$ cat config.mk
export PLATFORM = sky130hd
export DESIGN_NAME = ept_source_arbiter
export DESIGN_NICKNAME = d
export VERILOG_FILES = /design/src/rtl/ept_pkg.sv /design/src/rtl/ept_rst_sync.sv /design/src/rtl/ept_cond_map.sv /design/src/rtl/ept_prio_sel.sv /design/src/rtl/ept_src_arb.sv /design/src/rtl/ept_source_arbiter.sv
export SDC_FILE = /design/constraint.sdc
export NUM_CORES = 1
export LEC_CHECK = 0
export BUFFER_PORTS_ARGS = -buffer_cell sky130_fd_sc_hd__clkbuf_2
export CAP_MARGIN = 20
export CORE_MARGIN = 1.5
export CORE_UTILIZATION = 50
export DETAILED_ROUTE_END_ITERATION = 12
export PLACE_DENSITY = 0.8
export RECOVER_POWER = 25
export SYNTH_ARGS = -nofsm -noshare
export SYNTH_HDL_FRONTEND = slang
export SYNTH_SLANG_ARGS = --single-unit
$ cat constraint.sdc
create_clock -name clk -period 1.1 [get_ports clk]
set_clock_uncertainty 0.2 [all_clocks]
set_input_delay 0.22 -clock clk [delete_from_list [all_inputs] [get_ports clk]]
set_output_delay 0.22 -clock clk [all_outputs]
set_load 0.05 [all_outputs]
$ cat src/rtl/ept_pkg.sv
package ept_pkg;
  localparam int COND_N = 5;
  localparam int CODE_W = 8;

  // condition ranks, lowest index wins
  localparam int RK_CHG = 0;
  localparam int RK_INT = 1;
  localparam int RK_HOT = 2;
  localparam int RK_OVV = 3;
  localparam int RK_ADP = 4;

  typedef enum logic [2:0] {
    SRC_WIRELESS = 3'd0,
    SRC_NOTIFY   = 3'd1,
    SRC_HANDOVER = 3'd2,
    SRC_WIRED    = 3'd3,
    SRC_NONE     = 3'd4
  } src_state_e;

  localparam logic [1:0] STRAP_WIRELESS = 2'b01;
  localparam logic [1:0] STRAP_NEITHER  = 2'b11;

  function automatic logic [CODE_W-1:0] rank_code(input int rk);
    if (rk == RK_ADP) rank_code = '0;
    else              rank_code = CODE_W'(rk + 1);
  endfunction
endpackage

$ cat src/rtl/ept_rst_sync.sv
module ept_rst_sync (
  input  logic clk,
  input  logic rst_n,
  output logic rst_n_sync
);
  logic meta_q;
  logic hold_q;

  always_ff @(posedge clk or negedge rst_n) begin
    if (!rst_n) begin
      meta_q <= 1'b0;
      hold_q <= 1'b0;
    end else begin
      meta_q <= 1'b1;
      hold_q <= meta_q;
    end
  end

  assign rst_n_sync = hold_q;
endmodule

$ cat src/rtl/ept_cond_map.sv
module ept_cond_map
  import ept_pkg::*;
(
  input  logic              clk,
  input  logic              rst_n,
  input  logic              adapter_present,
  input  logic              ctrl_high,
  input  logic              ctrl_low,
  input  logic              ts_hot,
  input  logic              die_hot,
  input  logic              ilim_low,
  input  logic              rect_stuck,
  output logic [COND_N-1:0] active,
  output logic [COND_N-1:0] rising
);
  logic [COND_N-1:0] prev_q;

  always_comb begin
    active         = '0;
    active[RK_CHG] = ctrl_high;
    active[RK_INT] = die_hot | ilim_low;
    active[RK_HOT] = ts_hot | ctrl_low;
    active[RK_OVV] = rect_stuck;
    active[RK_ADP] = adapter_present;
  end

  always_ff @(posedge clk or negedge rst_n) begin
    if (!rst_n) prev_q <= '0;
    else        prev_q <= active;
  end

  assign rising = active & ~prev_q;
endmodule

$ cat src/rtl/ept_prio_sel.sv
module ept_prio_sel
  import ept_pkg::*;
#(
  parameter int N = COND_N
) (
  input  logic [N-1:0]      req,
  output logic              hit,
  output logic [CODE_W-1:0] code
);
  logic [N:0]   taken;
  logic [N-1:0] sel;

  assign taken[0] = 1'b0;

  genvar gi;
  generate
    for (gi = 0; gi < N; gi++) begin : g_rank
      assign sel[gi]     = req[gi] & ~taken[gi];
      assign taken[gi+1] = taken[gi] | req[gi];
    end
  endgenerate

  always_comb begin
    code = '0;
    for (int i = 0; i < N; i++) begin
      if (sel[i]) code = code | rank_code(i);
    end
  end

  assign hit = taken[N];
endmodule

$ cat src/rtl/ept_src_arb.sv
module ept_src_arb
  import ept_pkg::*;
#(
  parameter int HANDOVER_MS = 30
) (
  input  logic       clk,
  input  logic       rst_n,
  input  logic       tick_ms,
  input  logic       adp_level,
  input  logic       adp_rise,
  input  logic [1:0] pref_strap,
  input  logic       pg_idle,
  output logic       wl_out_en,
  output logic       adp_sw_en,
  output logic       pg_release
);
  localparam int CNT_W = $clog2(HANDOVER_MS + 1);
  localparam logic [CNT_W-1:0] CNT_LAST = CNT_W'(HANDOVER_MS - 1);

  src_state_e      state_q, state_d;
  logic            tgt_none_q, tgt_none_d, tgt_en;
  logic [CNT_W-1:0] cnt_q, cnt_d;
  logic            cnt_en;
  logic            budget_out;

  assign budget_out = tick_ms && (cnt_q == CNT_LAST);

  always_comb begin
    state_d = state_q;
    tgt_en  = 1'b0;
    unique case (state_q)
      SRC_WIRELESS: begin
        if (adp_rise && (pref_strap != STRAP_WIRELESS)) begin
          state_d = SRC_NOTIFY;
          tgt_en  = 1'b1;
        end
      end
      SRC_NOTIFY: begin
        if (!adp_level)      state_d = SRC_WIRELESS;
        else if (tgt_none_q) state_d = SRC_NONE;
        else                 state_d = SRC_HANDOVER;
      end
      SRC_HANDOVER: begin
        if (!adp_level)                 state_d = SRC_WIRELESS;
        else if (pg_idle || budget_out) state_d = SRC_WIRED;
      end
      SRC_WIRED, SRC_NONE: begin
        if (!adp_level) state_d = SRC_WIRELESS;
      end
      default: state_d = SRC_WIRELESS;
    endcase
  end

  assign tgt_none_d = (pref_strap == STRAP_NEITHER);

  always_comb begin
    cnt_en = 1'b0;
    cnt_d  = cnt_q;
    if (state_q != SRC_HANDOVER) begin
      cnt_en = (cnt_q != '0);
      cnt_d  = '0;
    end else if (tick_ms && !budget_out) begin
      cnt_en = 1'b1;
      cnt_d  = cnt_q + 1'b1;
    end
  end

  always_ff @(posedge clk or negedge rst_n) begin
    if (!rst_n) begin
      state_q    <= SRC_WIRELESS;
      tgt_none_q <= 1'b0;
      cnt_q      <= '0;
    end else begin
      state_q <= state_d;
      if (tgt_en) tgt_none_q <= tgt_none_d;
      if (cnt_en) cnt_q      <= cnt_d;
    end
  end

  assign wl_out_en  = (state_q == SRC_WIRELESS) || (state_q == SRC_NOTIFY);
  assign adp_sw_en  = (state_q == SRC_WIRED);
  assign pg_release = (state_q == SRC_HANDOVER) || (state_q == SRC_WIRED) ||
                      (state_q == SRC_NONE);
endmodule

$ cat src/rtl/ept_source_arbiter.sv
module ept_source_arbiter
  import ept_pkg::*;
#(
  parameter int HANDOVER_MS = 30
) (
  input  logic              clk,
  input  logic              rst_n,
  input  logic              tick_ms,
  input  logic              ping_start,
  input  logic              adapter_present,
  input  logic              ctrl_high,
  input  logic              ctrl_low,
  input  logic              ts_hot,
  input  logic              die_hot,
  input  logic              ilim_low,
  input  logic              rect_stuck,
  input  logic [1:0]        pref_strap,
  input  logic              pg_idle,
  output logic              ept_req,
  output logic [CODE_W-1:0] ept_code,
  output logic              ident_go,
  output logic              wl_out_en,
  output logic              adp_sw_en,
  output logic              pg_release
);
  logic              rst_n_sync;
  logic [COND_N-1:0] active, rising;
  logic [COND_N-1:0] elig_mask, fire_set;
  logic              fire;
  logic [CODE_W-1:0] fire_code;
  logic              req_q, req_d;
  logic [CODE_W-1:0] code_q;
  logic              ident_q, ident_d;

  ept_rst_sync u_rst (
    .clk        (clk),
    .rst_n      (rst_n),
    .rst_n_sync (rst_n_sync)
  );

  ept_cond_map u_map (
    .clk             (clk),
    .rst_n           (rst_n_sync),
    .adapter_present (adapter_present),
    .ctrl_high       (ctrl_high),
    .ctrl_low        (ctrl_low),
    .ts_hot          (ts_hot),
    .die_hot         (die_hot),
    .ilim_low        (ilim_low),
    .rect_stuck      (rect_stuck),
    .active          (active),
    .rising          (rising)
  );

  always_comb begin
    elig_mask         = '1;
    elig_mask[RK_ADP] = (pref_strap != STRAP_WIRELESS);
    fire_set          = (ping_start ? active : rising) & elig_mask;
  end

  ept_prio_sel #(.N(COND_N)) u_sel (
    .req  (fire_set),
    .hit  (fire),
    .code (fire_code)
  );

  assign req_d   = fire;
  assign ident_d = ping_start && !fire;

  always_ff @(posedge clk or negedge rst_n_sync) begin
    if (!rst_n_sync) begin
      req_q   <= 1'b0;
      code_q  <= '0;
      ident_q <= 1'b0;
    end else begin
      req_q   <= req_d;
      ident_q <= ident_d;
      if (fire) code_q <= fire_code;
    end
  end

  ept_src_arb #(.HANDOVER_MS(HANDOVER_MS)) u_arb (
    .clk        (clk),
    .rst_n      (rst_n_sync),
    .tick_ms    (tick_ms),
    .adp_level  (adapter_present),
    .adp_rise   (rising[RK_ADP]),
    .pref_strap (pref_strap),
    .pg_idle    (pg_idle),
    .wl_out_en  (wl_out_en),
    .adp_sw_en  (adp_sw_en),
    .pg_release (pg_release)
  );

  assign ept_req  = req_q;
  assign ept_code = code_q;
  assign ident_go = ident_q;
endmodule

==> results of run 1 <==
-- routing by layer --
layer / share of wire [%] / GRT usage [%]
met2: 55 / 50.7
met3: 4.2 / 5.66
met5: 0 / 0
met4: 4.9 / 15.7
met1: 36 / 33.3
-- power by group through the flow --
| stage | logic [mW] | clock network, mW | registers, mW |
|---|---|---|---|
| after floorplan | 0.351 | 0 | 0.959 |
| after global placement | 0.584 | 0 | 0.905 |
| after detailed placement | 0.603 | 0 | 0.908 |
| after CTS | 0.776 | 0.382 | 0.905 |
| final | 0.955 | 0.386 | 0.923 |
| after global routing | 1.03 | 0.426 | 0.927 |
-- state kept, by name (all words and copies together) (netlist names) --
name and cells:
u_rst.meta_q 1, u_arb.tgt_none_q 1, u_rst.rst_n_sync 1, ept_req 1, u_arb.state_q 3, ident_go 1, ept_code 3, u_map.prev_q 5
u_arb.cnt_q 5
-- metrics by stage --
step	power, mW	utilization [%]	instance area, um^2	setup TNS, ns
global route	2.38	92.8	1800	-8.40
floorplan	1.31	-	1060	-2.47
global placement	1.49	68.0	1320	-3.82
finish	2.26	92.8	1800	-7.25
CTS	2.06	85.2	1650	-5.90
detailed placement	1.51	68.0	1320	-4.26
-- area by class of cell --
| type | instances | area [um^2] | share of cell area [%] |
|---|---|---|---|
| Clock buffer | 4 | 26.3 | 1.46 |
| Sequential cell | 21 | 532 | 29.5 |
| Inverter | 11 | 41.3 | 2.29 |
| Tap cell | 27 | 33.8 | 1.87 |
| Multi-Input combinational cell | 68 | 638 | 35.4 |
| Timing Repair Buffer | 61 | 532 | 29.5 |
-- what timing repair did --
action / in CTS / in global routing
hold endpoints to repair: 11 / 1
pin swaps: 14 / 14
gates cloned: 0 / 0
gates resized for setup: 40 / 32
hold buffers: 8 / 1
setup endpoints to repair: 22 / 23
buffers inserted: 7 / 4
-- worst max path at each step --
stage / startpoint / endpoint / slack, ns / cells after the start
finish: u_arb.cnt_q[0] / u_arb.cnt_q[0] / -0.64 / 5
global route: u_arb.cnt_q[1] / u_arb.cnt_q[0] / -0.71 / 6
CTS: u_arb.state_q[2] / pg_release / -0.57 / 3
detailed placement: u_arb.cnt_q[0] / u_arb.cnt_q[0] / -0.51 / 5
global placement: u_arb.cnt_q[0] / u_arb.cnt_q[0] / -0.46 / 5
floorplan: u_arb.cnt_q[1] / u_arb.cnt_q[0] / -0.50 / 6
-- synthesized netlist by cell type (all sizes together) --
| master | instances | share of area [%] |
|---|---|---|
| a211oi | 1 | 0.74 |
| a21oi | 7 | 3.5 |
| a22o | 1 | 0.87 |
| a31oi | 2 | 1.2 |
| a32oi | 1 | 0.87 |
| and3 | 1 | 0.62 |
| and3b | 1 | 0.87 |
| buf | 6 | 4.5 |
| conb | 2 | 0.74 |
| dfrtp | 21 | 52 |
| ha | 3 | 3.7 |
| inv | 11 | 4.1 |
| mux2 | 2 | 3.0 |
| mux2i | 1 | 0.99 |
| nand2 | 5 | 2.1 |
| nand2b | 7 | 4.3 |
| nand3 | 5 | 2.5 |
| nand3b | 1 | 0.74 |
| nand4 | 4 | 2.5 |
| nor2 | 8 | 3.2 |
| nor3 | 4 | 2.0 |
| nor4 | 1 | 0.62 |
| nor4b | 1 | 0.87 |
| o21ai | 3 | 1.5 |
| or2 | 2 | 1.2 |
| xor2 | 1 | 0.87 |
-- kinds of logic after synthesis --
logic type / count (synthesis)
adder cells (fa/ha/maj): 3
multiplexers: 3
AND/OR/NAND/NOR: 40
buffers and inverters: 17
XOR/XNOR: 1
flip-flops: 21
AO/OA/AOI/OAI: 15
other: 2
==> reports/summary.txt, run 1 <==
Gate power share: 42.2%
sequential power share: 40.8%
Total Routed Length: 3.90 mm
grt total ovfl: 0
die width: 48.0 um
NumNets Final: 183
post-DR wirelength/cell: 20.3 um
RSZ-0062 raised after global routing: yes
worst path cell trace: ha_4, nand4_1, nand2_1, mux2_4, mux2_4
outcome: complete, but fails checks
Num CTS Buffers: 3
hpwl dp: 1.52 mm
mux contribution to synthesized area: 3.96%
count of TritonRoute iterations in the first routing pass: 4
VDD IR max: 1070 uV
DRT antenna net count: 0
switching power share of the total: 36.8%
fin worst setup slack: -0.639 ns
power density over the cells: 1260 nW/um^2
Max Root-Sink Buffers: 2
ANT cells: 0
Ys Warns: 0
kind of critical path: flop to flop
Synth-to-Final Area Change: 78.3%
cell total after placement: 170
die height: 48.0 um
# rows: 16
vias: 1088
Initial DRC Count: 32
Worst Hold Slack: 0.0109 ns
number of port buffers: 21
global-route wire length before repair: 4.54 mm
largest family of logic cells by synthesized area: simple AND/OR/NAND/NOR gates
Critical path buffers and inverters: 0
worst skew pair latency: 0.31 ns
Yosys reg bits: 21
pins over their slew limit: 0
clk slew on worst S/H paths: 0.12 ns
CTS Sinks: 21
CP most frequent cell: mux2_4
layout cells sized above 1: 57.6%
gpl congestion: 0.786
Pint: 1.43 mW
LEAKAGE: 0.823 nW
Total Routing Usage GR: 29.1%
DRC: 0
clock share of power: 17.0%
Worst R2R Start: u_arb.cnt_q[0]
post-layout min period: 1.74 ns
Slowest cell on crit path: dfrtp_2
Switch Pwr: 0.833 mW
Final setup viols: 22
vias per cell: 5.67
Core Area: 1940 um^2
htree depth: 1
adder-cell share of the synthesized area: 3.71%
Largest stage delay, worst path: 0.46 ns
Seq/Total Area, Yosys: 52.0%
startpoint types: flop
CTS tree: done
Worst Hold Class: input port to async pin
Crit Path Max Fanout: 4
Compound-Gate Fraction of Synth Area: 8.66%
part of the cycle the worst path needs: 158%
initial antenna violation count: 0
Max Freq: 575 MHz
most frequent cells in the layout: buf_4, dfrtp_1, clkbuf_2, inv_1, buf_6
Post-Synth XOR/XNOR Area: 0.866%
initial core utilization: 52.1%
Post-Synth Simple-Gate Area: 21.5%
Finished Layout Cells: 192
Filler cells: 64
Post-Synthesis Cell Area: 1010 um^2
Root Driver: clkbuf_4
final hold violation count: 0
Critical Path RT: 1.10 ns
Avg Cell Area, Syn: 9.91 um^2
Die Footprint: 2300 um^2
Reg2Reg Setup Slack: -0.64 ns
reg2reg end: u_arb.cnt_q[0]
number of global-route vias before repair: 1042
delay-heaviest family, CP: multiplexers
worst slack at placement: -0.507 ns
largest net degree at the start of global routing: 20
I/O pin cnt: 27
failing checks: negative setup slack
Worst EP arrival: 1.74 ns
post-synthesis cell count: 102
leading cell type in the layout, fill and taps excluded: buf_4
worst reg2reg path depth: 5
Critical Path End Type: flop
Netlist cell types: 30
Max Cap Viol: 0
(Power assumes the default switching activity.)
==> run 2, diff against run 1 <==
--- a/config.mk
+++ b/config.mk
@@ -9,3 +9,3 @@
 export CAP_MARGIN = 20
-export CORE_MARGIN = 1.5
+export CORE_MARGIN = 2
 export CORE_UTILIZATION = 50
==> constraint.sdc (replaced) <==
create_clock -name clk -period 1.1 [get_ports clk]
set_clock_uncertainty 0.2 [all_clocks]
set_input_delay 0 -clock clk [delete_from_list [all_inputs] [get_ports clk]]
set_output_delay 0 -clock clk [all_outputs]
set_load 0.05 [all_outputs]
==> reports/summary.txt, run 2 (synthesized netlist as in run 1, its figures left out) <==
Final setup viols: 17
Worst Hold Class: input port to flop
Largest stage delay, worst path: 0.39 ns
gpl congestion: 0.786
DRT antenna net count: 0
Num CTS Buffers: 3
Filler cells: 99
largest registers: u_arb.cnt_q x5, u_map.prev_q x5
vias per cell: 5.29
grt total ovfl: 0
initial antenna violation count: 0
CTS Sinks: 21
DP Area: 1310 um^2
CTS tree: done
power density over the cells: 1260 nW/um^2
vias: 984
Total Routed Length: 2.80 mm
Total Routing Usage GR: 20.8%
Synth-to-Final Area Change: 65.0%
Critical Path RT: 1.10 ns
Max Root-Sink Buffers: 2
hpwl dp: 1.54 mm
# rows: 16
largest net degree at the start of global routing: 20
Worst Hold Slack: -0.142 ns
DRC: 0
worst skew pair latency: 0.30 ns
most frequent cells in the layout: dfrtp_1, buf_4, clkbuf_2, dlygate4sd3_1, inv_1
cell total after placement: 166
VDD IR max: 968 uV
Max Cap Viol: 0
number of global-route vias before repair: 927
Crit Path Max Fanout: 2
worst path cell trace: inv_2, ha_4, nand4_1, nand2_1, mux2_4, mux2_4
RSZ-0062 raised after global routing: yes
Core Area: 1940 um^2
die width: 49.0 um
die height: 49.0 um
Worst EP arrival: 1.64 ns
initial core utilization: 52.1%
outcome: complete, but fails checks
clk slew on worst S/H paths: 0.11 ns
number of port buffers: 21
CP most frequent cell: mux2_4
part of the cycle the worst path needs: 149%
pins over their slew limit: 0
count of TritonRoute iterations in the first routing pass: 4
final setup TNS: -5.07 ns
kind of critical path: flop to flop
Finished Core Util: 85.9%
fin worst setup slack: -0.541 ns
startpoint types: flop
I/O pin cnt: 27
leading cell type in the layout, fill and taps excluded: dfrtp_1
Root Driver: clkbuf_4
final hold violation count: 7
Reg2Reg Setup Slack: -0.54 ns
htree depth: 1
layout cells sized above 1: 48.4%
Power Total: 2.10 mW
Die Footprint: 2400 um^2
post-layout min period: 1.64 ns
ANT cells: 0
failing checks: negative hold slack, negative setup slack
Critical Path End Type: flop
Max Freq: 609 MHz
Initial DRC Count: 24
LEAKAGE: 0.782 nW
NumNets Final: 177
Slowest cell on crit path: dfrtp_1
post-DR wirelength/cell: 15.1 um
Non-Filler Cell Area, Final: 1670 um^2
Finished Layout Cells: 186
global-route wire length before repair: 3.93 mm
-- run 2: path summary, 6_finish.rpt --
path                             startpoint  cells after the start         endpoint
max                          u_arb.cnt_q[1]                      6   u_arb.cnt_q[0]
max reg2reg                  u_arb.cnt_q[1]                      6   u_arb.cnt_q[0]
max in group asynchronous  u_rst.rst_n_sync                      1      ept_code[0]
min reg2reg                u_rst.rst_n_sync                      1  u_map.prev_q[2]
min in group asynchronous  u_rst.rst_n_sync                      1  u_map.prev_q[2]
min                              ping_start                      4      ept_code[2]
-- run 2: area by class of cell --
class,count,area [um^2],share of cell area [%]
sequential,21,529,31.7
multi-input combinational,68,563,33.8
tap,27,33.8,2.03
inverter,11,41.3,2.48
timing repair buffer,55,474,28.4
clock buffer,4,26.3,1.58
-- run 2: critical path, delay by kind of cell (launching register included) --
kind	cells	cell delay, ns
multiplexers	2	0.54
AND/OR/NAND/NOR	2	0.18
flip-flops	1	0.39
adder cells (fa/ha/maj)	1	0.16
buffers and inverters	1	0.07
-- run 2: layer usage --
metal | global-route usage (%) | vias to the layer above | share of wire (%)
met3 | 1.84 | 2 | 3.4
met5 | 0 | - | 0
met4 | 5.71 | 0 | 0.50
met1 | 26.2 | 500 | 41
met2 | 37.9 | 34 | 55
li1 | - | 448 | -
-- run 2: power by group --
group	internal [mW]	switching, mW	total, mW
Combinational	0.399	0.436	0.835
Sequential	0.841	0.0542	0.895
Clock	0.142	0.229	0.371
-- run 2: through the flow --
step / hold WS, ns / worst slack, ns
global placement: -0.414 / -0.442
finish: -0.142 / -0.541
global route: -0.134 / -0.615
detailed placement: -0.412 / -0.476
CTS: -0.0497 / -0.492
floorplan: -0.496 / -0.502
-- run 2: repair_timing --
action / in CTS / in global routing
pin swaps: 6 / 11
setup endpoints to repair: 22 / 21
gates resized for setup: 26 / 22
hold buffers: 12 / 3
buffers inserted: 2 / 3
hold endpoints to repair: 20 / 13
